### src/rtl/mtp_pkg.sv
// Shared types and constants for the supervoltage-mode flash controller.
// Assumes density codes 0..3; any larger code maps to the largest part.
package mtp_pkg;

    typedef enum logic [2:0] {
        MD_STANDBY,
        MD_OUT_OFF,
        MD_READ,
        MD_IDENT,
        MD_PROGRAM,
        MD_ERASE
    } mtp_mode_t;

    localparam logic [7:0] MANUF_CODE = 8'hBF;
    localparam logic [7:0] ERASED     = 8'hFF;

    // Device identification byte for a density code.
    function automatic logic [7:0] dev_code(input int density);
        case (density)
            0:       return 8'hC4;
            1:       return 8'hC5;
            2:       return 8'hC6;
            default: return 8'hC2;
        endcase
    endfunction

endpackage

### src/rtl/mtp_mode_dec.sv
// Decodes the pin levels and supervoltage flags into one operating mode.
// Purely combinational. Priority: deselect, then the supervoltage modes,
// then output disable, then identification over read.
module mtp_mode_dec
    import mtp_pkg::*;
(
    input  logic      ce_n,
    input  logic      oe_n,
    input  logic      oe_hv,
    input  logic      a9_hv,
    output mtp_mode_t mode
);

    // Mode priority decode.
    always_comb begin
        if (ce_n)
            mode = MD_STANDBY;
        else if (oe_hv && a9_hv)
            mode = MD_ERASE;
        else if (oe_hv)
            mode = MD_PROGRAM;
        else if (oe_n)
            mode = MD_OUT_OFF;
        else if (a9_hv)
            mode = MD_IDENT;
        else
            mode = MD_READ;
    end

endmodule

### src/rtl/mtp_cell_array.sv
// Stand-in storage for the flash cells: one write port and one
// combinational read port. The contents are not reset; an erase is the
// only defined way to initialise them.
module mtp_cell_array #(
    parameter int DW = 8,
    parameter int AW = 8
) (
    input  logic          clk,
    input  logic          wr_en,
    input  logic [AW-1:0] wr_addr,
    input  logic [DW-1:0] wr_data,
    input  logic [AW-1:0] rd_addr,
    output logic [DW-1:0] rd_data
);

    localparam int DEPTH = 1 << AW;

    logic [DW-1:0] cells [DEPTH];

    // Write port.
    always_ff @(posedge clk) begin
        if (wr_en)
            cells[wr_addr] <= wr_data;
    end

    // Read port.
    always_comb rd_data = cells[rd_addr];

endmodule

### src/rtl/mtp_erase_seq.sv
// Walks every array address once, one address per clock, after a start
// pulse. Busy is high for exactly 2^AW cycles. Starts that arrive while
// busy are ignored.
module mtp_erase_seq #(
    parameter int AW = 8
) (
    input  logic          clk,
    input  logic          rst_n,
    input  logic          start,
    output logic          busy,
    output logic [AW-1:0] sweep_addr
);

    localparam logic [AW-1:0] LAST = '1;

    // Walk counter and busy flag.
    always_ff @(posedge clk) begin
        if (!rst_n) begin
            busy       <= 1'b0;
            sweep_addr <= '0;
        end else if (busy) begin
            sweep_addr <= sweep_addr + 1'b1;
            if (sweep_addr == LAST)
                busy <= 1'b0;
        end else if (start) begin
            busy       <= 1'b1;
            sweep_addr <= '0;
        end
    end

endmodule

### src/rtl/mtp_array_ctrl.sv
// Controller for a byte-wide reprogrammable flash array. The mode comes
// from pin levels and two supervoltage flags. Program ANDs data into the
// stored byte. Erase walks the whole array to FFh. Identification
// returns fixed bytes. Outputs are registered: one clock from pins to
// dout/dout_en. Assumes MEM_AW <= ADDR_W and that oe_hv is only set while
// oe_n is high.
module mtp_array_ctrl
    import mtp_pkg::*;
#(
    parameter int DENSITY = 0,
    parameter int ADDR_W  = 16 + DENSITY,
    parameter int MEM_AW  = 8
) (
    input  logic              clk,
    input  logic              rst_n,
    input  logic              ce_n,
    input  logic              oe_n,
    input  logic              we_n,
    input  logic              oe_hv,
    input  logic              a9_hv,
    input  logic [ADDR_W-1:0] addr,
    input  logic [7:0]        din,
    output logic [7:0]        dout,
    output logic              dout_en,
    output logic              busy
);

    localparam logic [7:0] DEV_CODE = dev_code(DENSITY);

    mtp_mode_t         mode;
    logic              we_q;
    logic              we_fall;
    logic              prog_go;
    logic              erase_go;
    logic [MEM_AW-1:0] sweep_addr;
    logic              mem_we;
    logic [MEM_AW-1:0] mem_waddr;
    logic [7:0]        mem_wdata;
    logic [7:0]        mem_rdata;
    logic [7:0]        id_byte;

    mtp_mode_dec u_dec (
        .ce_n  (ce_n),
        .oe_n  (oe_n),
        .oe_hv (oe_hv),
        .a9_hv (a9_hv),
        .mode  (mode)
    );

    // Registered copy of write enable for falling-edge detection.
    always_ff @(posedge clk) begin
        if (!rst_n)
            we_q <= 1'b1;
        else
            we_q <= we_n;
    end

    // A falling edge is accepted only while idle.
    always_comb begin
        we_fall  = we_q && !we_n;
        prog_go  = we_fall && !busy && (mode == MD_PROGRAM);
        erase_go = we_fall && !busy && (mode == MD_ERASE);
    end

    mtp_erase_seq #(.AW(MEM_AW)) u_sweep (
        .clk        (clk),
        .rst_n      (rst_n),
        .start      (erase_go),
        .busy       (busy),
        .sweep_addr (sweep_addr)
    );

    // Write-port mux: erase fill while busy, else AND-program.
    always_comb begin
        mem_we    = busy || prog_go;
        mem_waddr = busy ? sweep_addr : addr[MEM_AW-1:0];
        mem_wdata = busy ? ERASED : (mem_rdata & din);
    end

    mtp_cell_array #(.DW(8), .AW(MEM_AW)) u_cells (
        .clk     (clk),
        .wr_en   (mem_we),
        .wr_addr (mem_waddr),
        .wr_data (mem_wdata),
        .rd_addr (addr[MEM_AW-1:0]),
        .rd_data (mem_rdata)
    );

    // Identification byte select.
    always_comb begin
        if (addr[ADDR_W-1:1] != '0)
            id_byte = 8'h00;
        else if (addr[0])
            id_byte = DEV_CODE;
        else
            id_byte = MANUF_CODE;
    end

    // Registered output data and driver enable.
    always_ff @(posedge clk) begin
        if (!rst_n) begin
            dout    <= 8'h00;
            dout_en <= 1'b0;
        end else if (busy) begin
            dout    <= 8'h00;
            dout_en <= 1'b0;
        end else if (mode == MD_READ) begin
            dout    <= mem_rdata;
            dout_en <= 1'b1;
        end else if (mode == MD_IDENT) begin
            dout    <= id_byte;
            dout_en <= 1'b1;
        end else begin
            dout    <= 8'h00;
            dout_en <= 1'b0;
        end
    end

endmodule

### config.mk
export PLATFORM = sky130hd
export DESIGN_NAME = mtp_array_ctrl
export DESIGN_NICKNAME = d
export VERILOG_FILES = /design/src/rtl/mtp_pkg.sv /design/src/rtl/mtp_mode_dec.sv /design/src/rtl/mtp_cell_array.sv /design/src/rtl/mtp_erase_seq.sv /design/src/rtl/mtp_array_ctrl.sv
export SDC_FILE = /design/constraint.sdc
export NUM_CORES = 2
export LEC_CHECK = 0
export BUFFER_PORTS_ARGS = -buffer_cell sky130_fd_sc_hd__buf_2
export CAP_MARGIN = 10
export CORE_ASPECT_RATIO = 1.4
export CORE_UTILIZATION = 25
export CTS_BUF_LIST = sky130_fd_sc_hd__clkbuf_4
export DETAILED_ROUTE_END_ITERATION = 12
export GPL_TIMING_DRIVEN = 0
export PLACE_DENSITY = 0.39
export SLEW_MARGIN = 0
export SYNTH_ARGS = -nofsm -noshare
export SYNTH_HDL_FRONTEND = slang
export SYNTH_SLANG_ARGS = --single-unit
### constraint.sdc
create_clock -name clk -period 15.55 [get_ports clk]
set_clock_uncertainty 0.15 [all_clocks]
set_input_delay 1.555 -clock clk [delete_from_list [all_inputs] [get_ports clk]]
set_output_delay 1.555 -clock clk [all_outputs]
set_load 0.005 [all_outputs]
==> Yosys cells after proc, flatten, opt, wreduce, memory -nomap -nowiden <==
Memory sizes are Yosys's and may differ from the RTL's.
Index checks and enable logic that the tools add are counted.
{ "classes": {"addsub": 1, "n_mul": 0, "div": 0, "magnitude_cmp": 0, "eq_ne": 5, "n_shift": 0, "muxes": 20, "bitwise": 2, "reduce_logical": 11} }
{ "op_table": {"columns": ["op", "n"], "rows": [
  ["two-way mux 8 bit", 7],
  ["nonzero test 15 bit", 1],
  ["two-way mux 3 bit", 4],
  ["adder 8 x 1 -> 8 bit, second input constant", 1],
  ["AND 8 bit", 1],
  ["equality test 8 bit, second input constant", 1],
  ["two-way mux 1 bit", 8],
  ["two-way mux 7 bit", 1],
  ["equality test 3 x 2 -> 1 bit, second input constant", 2],
  ["equality test 3 bit, second input constant", 2],
  ["logical AND 1 bit", 5],
  ["logical NOT 1 bit", 2],
  ["nonzero test 2 bit", 1],
  ["OR reduction 2 bit", 1],
  ["logical OR 1 bit", 1],
  ["NOT 1 bit", 1]
]} }
{ "word_totals": {"register_bits": 19, "latchBits": 0, "mem_bits_rw": 2048, "romBits": 0, "inputBits": 31, "out_inout_bits": 10, "elab_cells": 45, "n_memories": 1} }
{ "mem_list": {"columns": ["name", "words", "word_bits", "rd", "rd_clocked_by_memory_dff", "wr", "line", "rtl"], "rows": [
  ["u_cells.cells", 256, 8, 1, 0, 1, "mtp_cell_array.sv:18", "logic [DW-1:0] cells [DEPTH];"]
]} }

==> Logic depth before layout (Yosys ltp) <==
{ "logic_depth": {"ltp_word": 10, "mapped_depth": 14, "mapped_depth_nobuf": 8} }

==> Cells and area by module <==
A second synthesis with hierarchy kept.
{ "unflattened": {"hier_cells": 3837, "area_unflattened_um2": 80468.4} }
{ "by_module_without_submodules": {"columns": ["module", "instances", "cells_each", "area_per_inst_um2", "seq_area_each_um2"], "rows": [
  ["mtp_cell_array", 1, 3725, 79396.1, 61499.0],
  ["mtp_array_ctrl", 1, 56, 600.6, 200.2],
  ["mtp_erase_seq", 1, 51, 441.7, 180.2],
  ["mtp_mode_dec", 1, 5, 30.0, 0.0]
]} }

==> Worst setup path after synthesis <==
Ideal clock, no wire load.
{ "synth_timing": {"kind": "input-to-reg", "start": "input port addr[0]", "end": "memory u_cells.cells[0][1] (data pin)", "setup_ps": 2188, "t_arrival_ps": 13380, "required_ps": 13212, "slack_ps": -168, "cell_stages": 13, "n_path_buf": 5, "path_cell_list": "buf_4 buf_6 buf_6 buf_6 buf_6 mux2i_1 o221ai_1 o22ai_1 o31ai_1 o22ai_1 nor4_1 a21oi_1 o21ai_0"} }
{ "synth_via": {"elab_chain_cells": 3} }
{ "synth_lines": {"columns": ["item", "line", "rtl"], "rows": [
  ["from (decl)", "mtp_array_ctrl.sv:21", "input logic [ADDR_W-1:0] addr,"],
  ["memory read (256 x 8 bit)", null, null],
  ["AND 8 bit", "mtp_array_ctrl.sv:77", "mem_wdata = busy ? ERASED : (mem_rdata & din);"],
  ["two-way mux 8 bit", "mtp_array_ctrl.sv:77", null],
  ["via mem_wdata[1]", "mtp_array_ctrl.sv:38", "logic [7:0] mem_wdata;"],
  ["to (decl)", "mtp_cell_array.sv:18", null]
]} }
The timed path passes the listed nets, and every way through them passes these cells.

==> Final worst setup path <==
{ "layout_timing": {"start": "input port addr[3]", "end": "memory u_cells.cells[116][4] (data pin)"} }
Same word-level chain as after synthesis.

==> flow_metrics.tcl <==
set metrics [dict create \
    die_w_um 482 \
    min_period_ns 8.43 \
    worst_slew_pin_slew_ns 1.44 \
    fin_setup_tns_ns 0 \
    maxSlewViolCount 0 \
    detail_route.wl_per_cell_um 41.9 \
    gp_congestion 0.965 \
    dp_hpwl_um 260000 \
    netlist_top_cells_count "edfxtp_1, mux4_2, nor2_1" \
    start_util 0.251 \
    routed_via_density 5.16 \
    start_kind "input pin" \
    crit_family "buffers and inverters" \
    cts_resized 0 \
    cp_common_cell "buf_2" \
    io_pins 41 \
    holdBufCountCts 0 \
    ir_worst_vdd_v 0.0000563 \
    portBuffers 38 \
    grt_use_total 0.233 \
    min_path_type "input pin to register" \
    synth_top_area_frac 0.763 \
    dp_cells 8211 \
    synthFlopType "edfxtp_1" \
    synthArstFlopShare 0 \
    worst_setup_path_end_kind "register" \
    finalSetupViolations 0 \
    final_util 0.296 \
    num_vias 47200 \
    relSlewSlack 0.0386 \
    synth.yosys.seq_area_share 0.767 \
    max_freq_mhz 119 \
    cp_slowest_cell "a32oi_1" \
    crit_chain "clkbuf_1, inv_2, buf_2, buf_2, buf_2, buf_2, nand3_1, o211ai_1, o2111ai_1, a32oi_1, nand2_1, nand2_4, buf_16" \
    routed_wl_um 384000 \
    crit_arrival_ns 9.34 \
    antenna_found_initial 38 \
    die_h_um 674 \
    final_antenna_net_count 0 \
    cts_root_buffer "clkbuf_4" \
    synth_area_mm2 0.0806 \
    path_max_fanout 68 \
    core_mm2 0.321 \
    ys_ff_latch 2067 \
    outcome "complete, no violations" \
    met1_length_um 137000 \
    synth.avg_cell_area_um2 20.9 \
    nFillCells 31800 \
    period_share 0.542 \
    dr.max_layer_used "met5" \
    post-route-cell-area_mm2 0.0950 \
    yosys_warnings 0 \
    ys_top_cells_by_area "edfxtp_1, mux4_2, mux2i_1" \
    fin_nets 4581 \
    drt_iter0_markers 5737 \
    hold_viol_final 0 \
    grt_pass1_wl_um 487000 \
    grt_max_degree 84 \
    worstPathRequired_ns 16.45 \
    globalRouteOverflowTotal 0 \
    rsz0062_at_grt "false" \
    clock_sinks 2067 \
    grt_pass1_vias 47500 \
    cts_max_level 6 \
    drv_cap 0 \
    drive_gt1_frac 0.344 \
    finalNonFillerCells 9154 \
    synth_most_common_cell "edfxtp_1" \
    die-area_mm2 0.325 \
    rows 246 \
    synth_top_area_cell "edfxtp_1" \
    worst_path_largest_cell_delay_ns 1.00 \
    area_growth_pct 17.8 \
    clkLatencyLatePin_ns 1.42 \
    powerDensity_mw_per_mm2 130 \
    syn_inst 3866 \
    synth_nets 3898 \
    wl_met2_um 188000 \
    cts_buffer_depth 4 \
    path_buf_inv 7 \
    synth_edf_count 2048 \
    drc 0 \
    p_leak_uw 0.0301 \
    clkTransAtPathRegs_ns 0.06 \
    place_area_mm2 0.0880 \
    firstDrtPassIters 6 \
    setup.worst_path.class "input pin to register" \
    numCtsBuffers 552 \
    synth_cell_types 65 \
    cts_tree "built" \
    cts_setup_buffers 0 \
    wl_met3_um 27500 \
]
-- placed cells by master, fill, tap and decap left out, types with 22 or more instances in the layout --
master       n
a21oi_1     44
a22oi_1     25
buf_12      35
buf_16      26
buf_2      120
buf_4       31
buf_6       43
clkbuf_1    51
clkbuf_2    40
clkbuf_4   791
clkinv_1    78
edfxtp_1  2048
mux2i_1    140
mux4_2     493
nand2_1    145
nand3_1     47
nor2_1     300
nor3_1      22
o21ai_0     44
o221ai_1    38
o22ai_1     38
-- worst paths after layout --
path / start / slack (ns) / cells past startpoint / end
max: addr[3] / 7.12 / 13 / u_cells.cells[116][4]
min: we_n / 0.24 / 2 / we_q
max reg2reg: u_cells.cells[19][7] / 9.36 / 9 / u_cells.cells[125][7]
min reg2reg: u_sweep.sweep_addr[7] / 0.48 / 2 / u_sweep.sweep_addr[7]
-- layout make-up --
class                           count  area (µm²)  area share
Buffer                            230        1360      0.0143
Inverter                           13        48.8    0.000514
Clock buffer                      791        5940      0.0625
Sequential cell                  2067       61900       0.651
Antenna cell                       18        45.0    0.000474
Tap cell                         4216        5280      0.0555
Clock inverter                    134        1010      0.0107
Timing Repair Buffer              129        1950      0.0205
Multi-Input combinational cell   1556       17500       0.184
-- metrics by stage --
stage	setup slack (ns)	total power [µW]	hold WS (ns)
4_1_cts	7.43	12400	0.106
3_5_place_dp	5.99	7420	0.462
6_report	7.12	12300	0.239
5_1_grt	7.34	12600	0.176
3_3_place_gp	-10.63	7480	0.444
2_1_floorplan	4.22	6830	0.386
-- kinds of logic (layout without fill, tap and decap cells) --
group / after synthesis / in the layout / synth area share
compound gates: 306 / 306 / 0.0266
fa+ha+maj: 1 / 1 / 0.000155
buf+inv: 243 / 1297 / 0.0165
flops: 2067 / 2067 / 0.767
mux: 652 / 652 / 0.158
other cells: 0 / 18 / 0
simple gates: 597 / 597 / 0.0315
-- power breakdown --
| part | internal, µW | leakage (µW) | total [µW] | switching [µW] |
|---|---|---|---|---|
| clock network | 2610 | 0.00413 | 5000 | 2390 |
| registers | 6240 | 0.0188 | 6250 | 0.740 |
| logic | 263 | 0.00718 | 1060 | 801 |
-- worst reg2reg max path, stage by stage (launching register included) --
cell and delay (ns):
edfxtp_1 0.36, mux4_2 0.50, mux4_2 0.57, a2111oi_0 1.11
o21ai_0 0.74, a31oi_1 0.83, a31oi_1 0.34, a21o_4 0.49
buf_16 0.28, buf_16 0.22
-- sequential cells by signal (all words and copies together) (netlist names) --
signal / cells
u_sweep.sweep_addr: 8
we_q: 1
u_cells.cells: 2048
u_sweep.busy: 1
dout: 8
dout_en: 1
-- per-layer routing --
metal  track usage  vias to the layer above
met3        0.0502                      904
met1         0.262                    25600
met4         0.165                       12
met2         0.391                     2782
met5       0.00420                        -
li1              -                    17900
(Power assumes the default switching activity.)
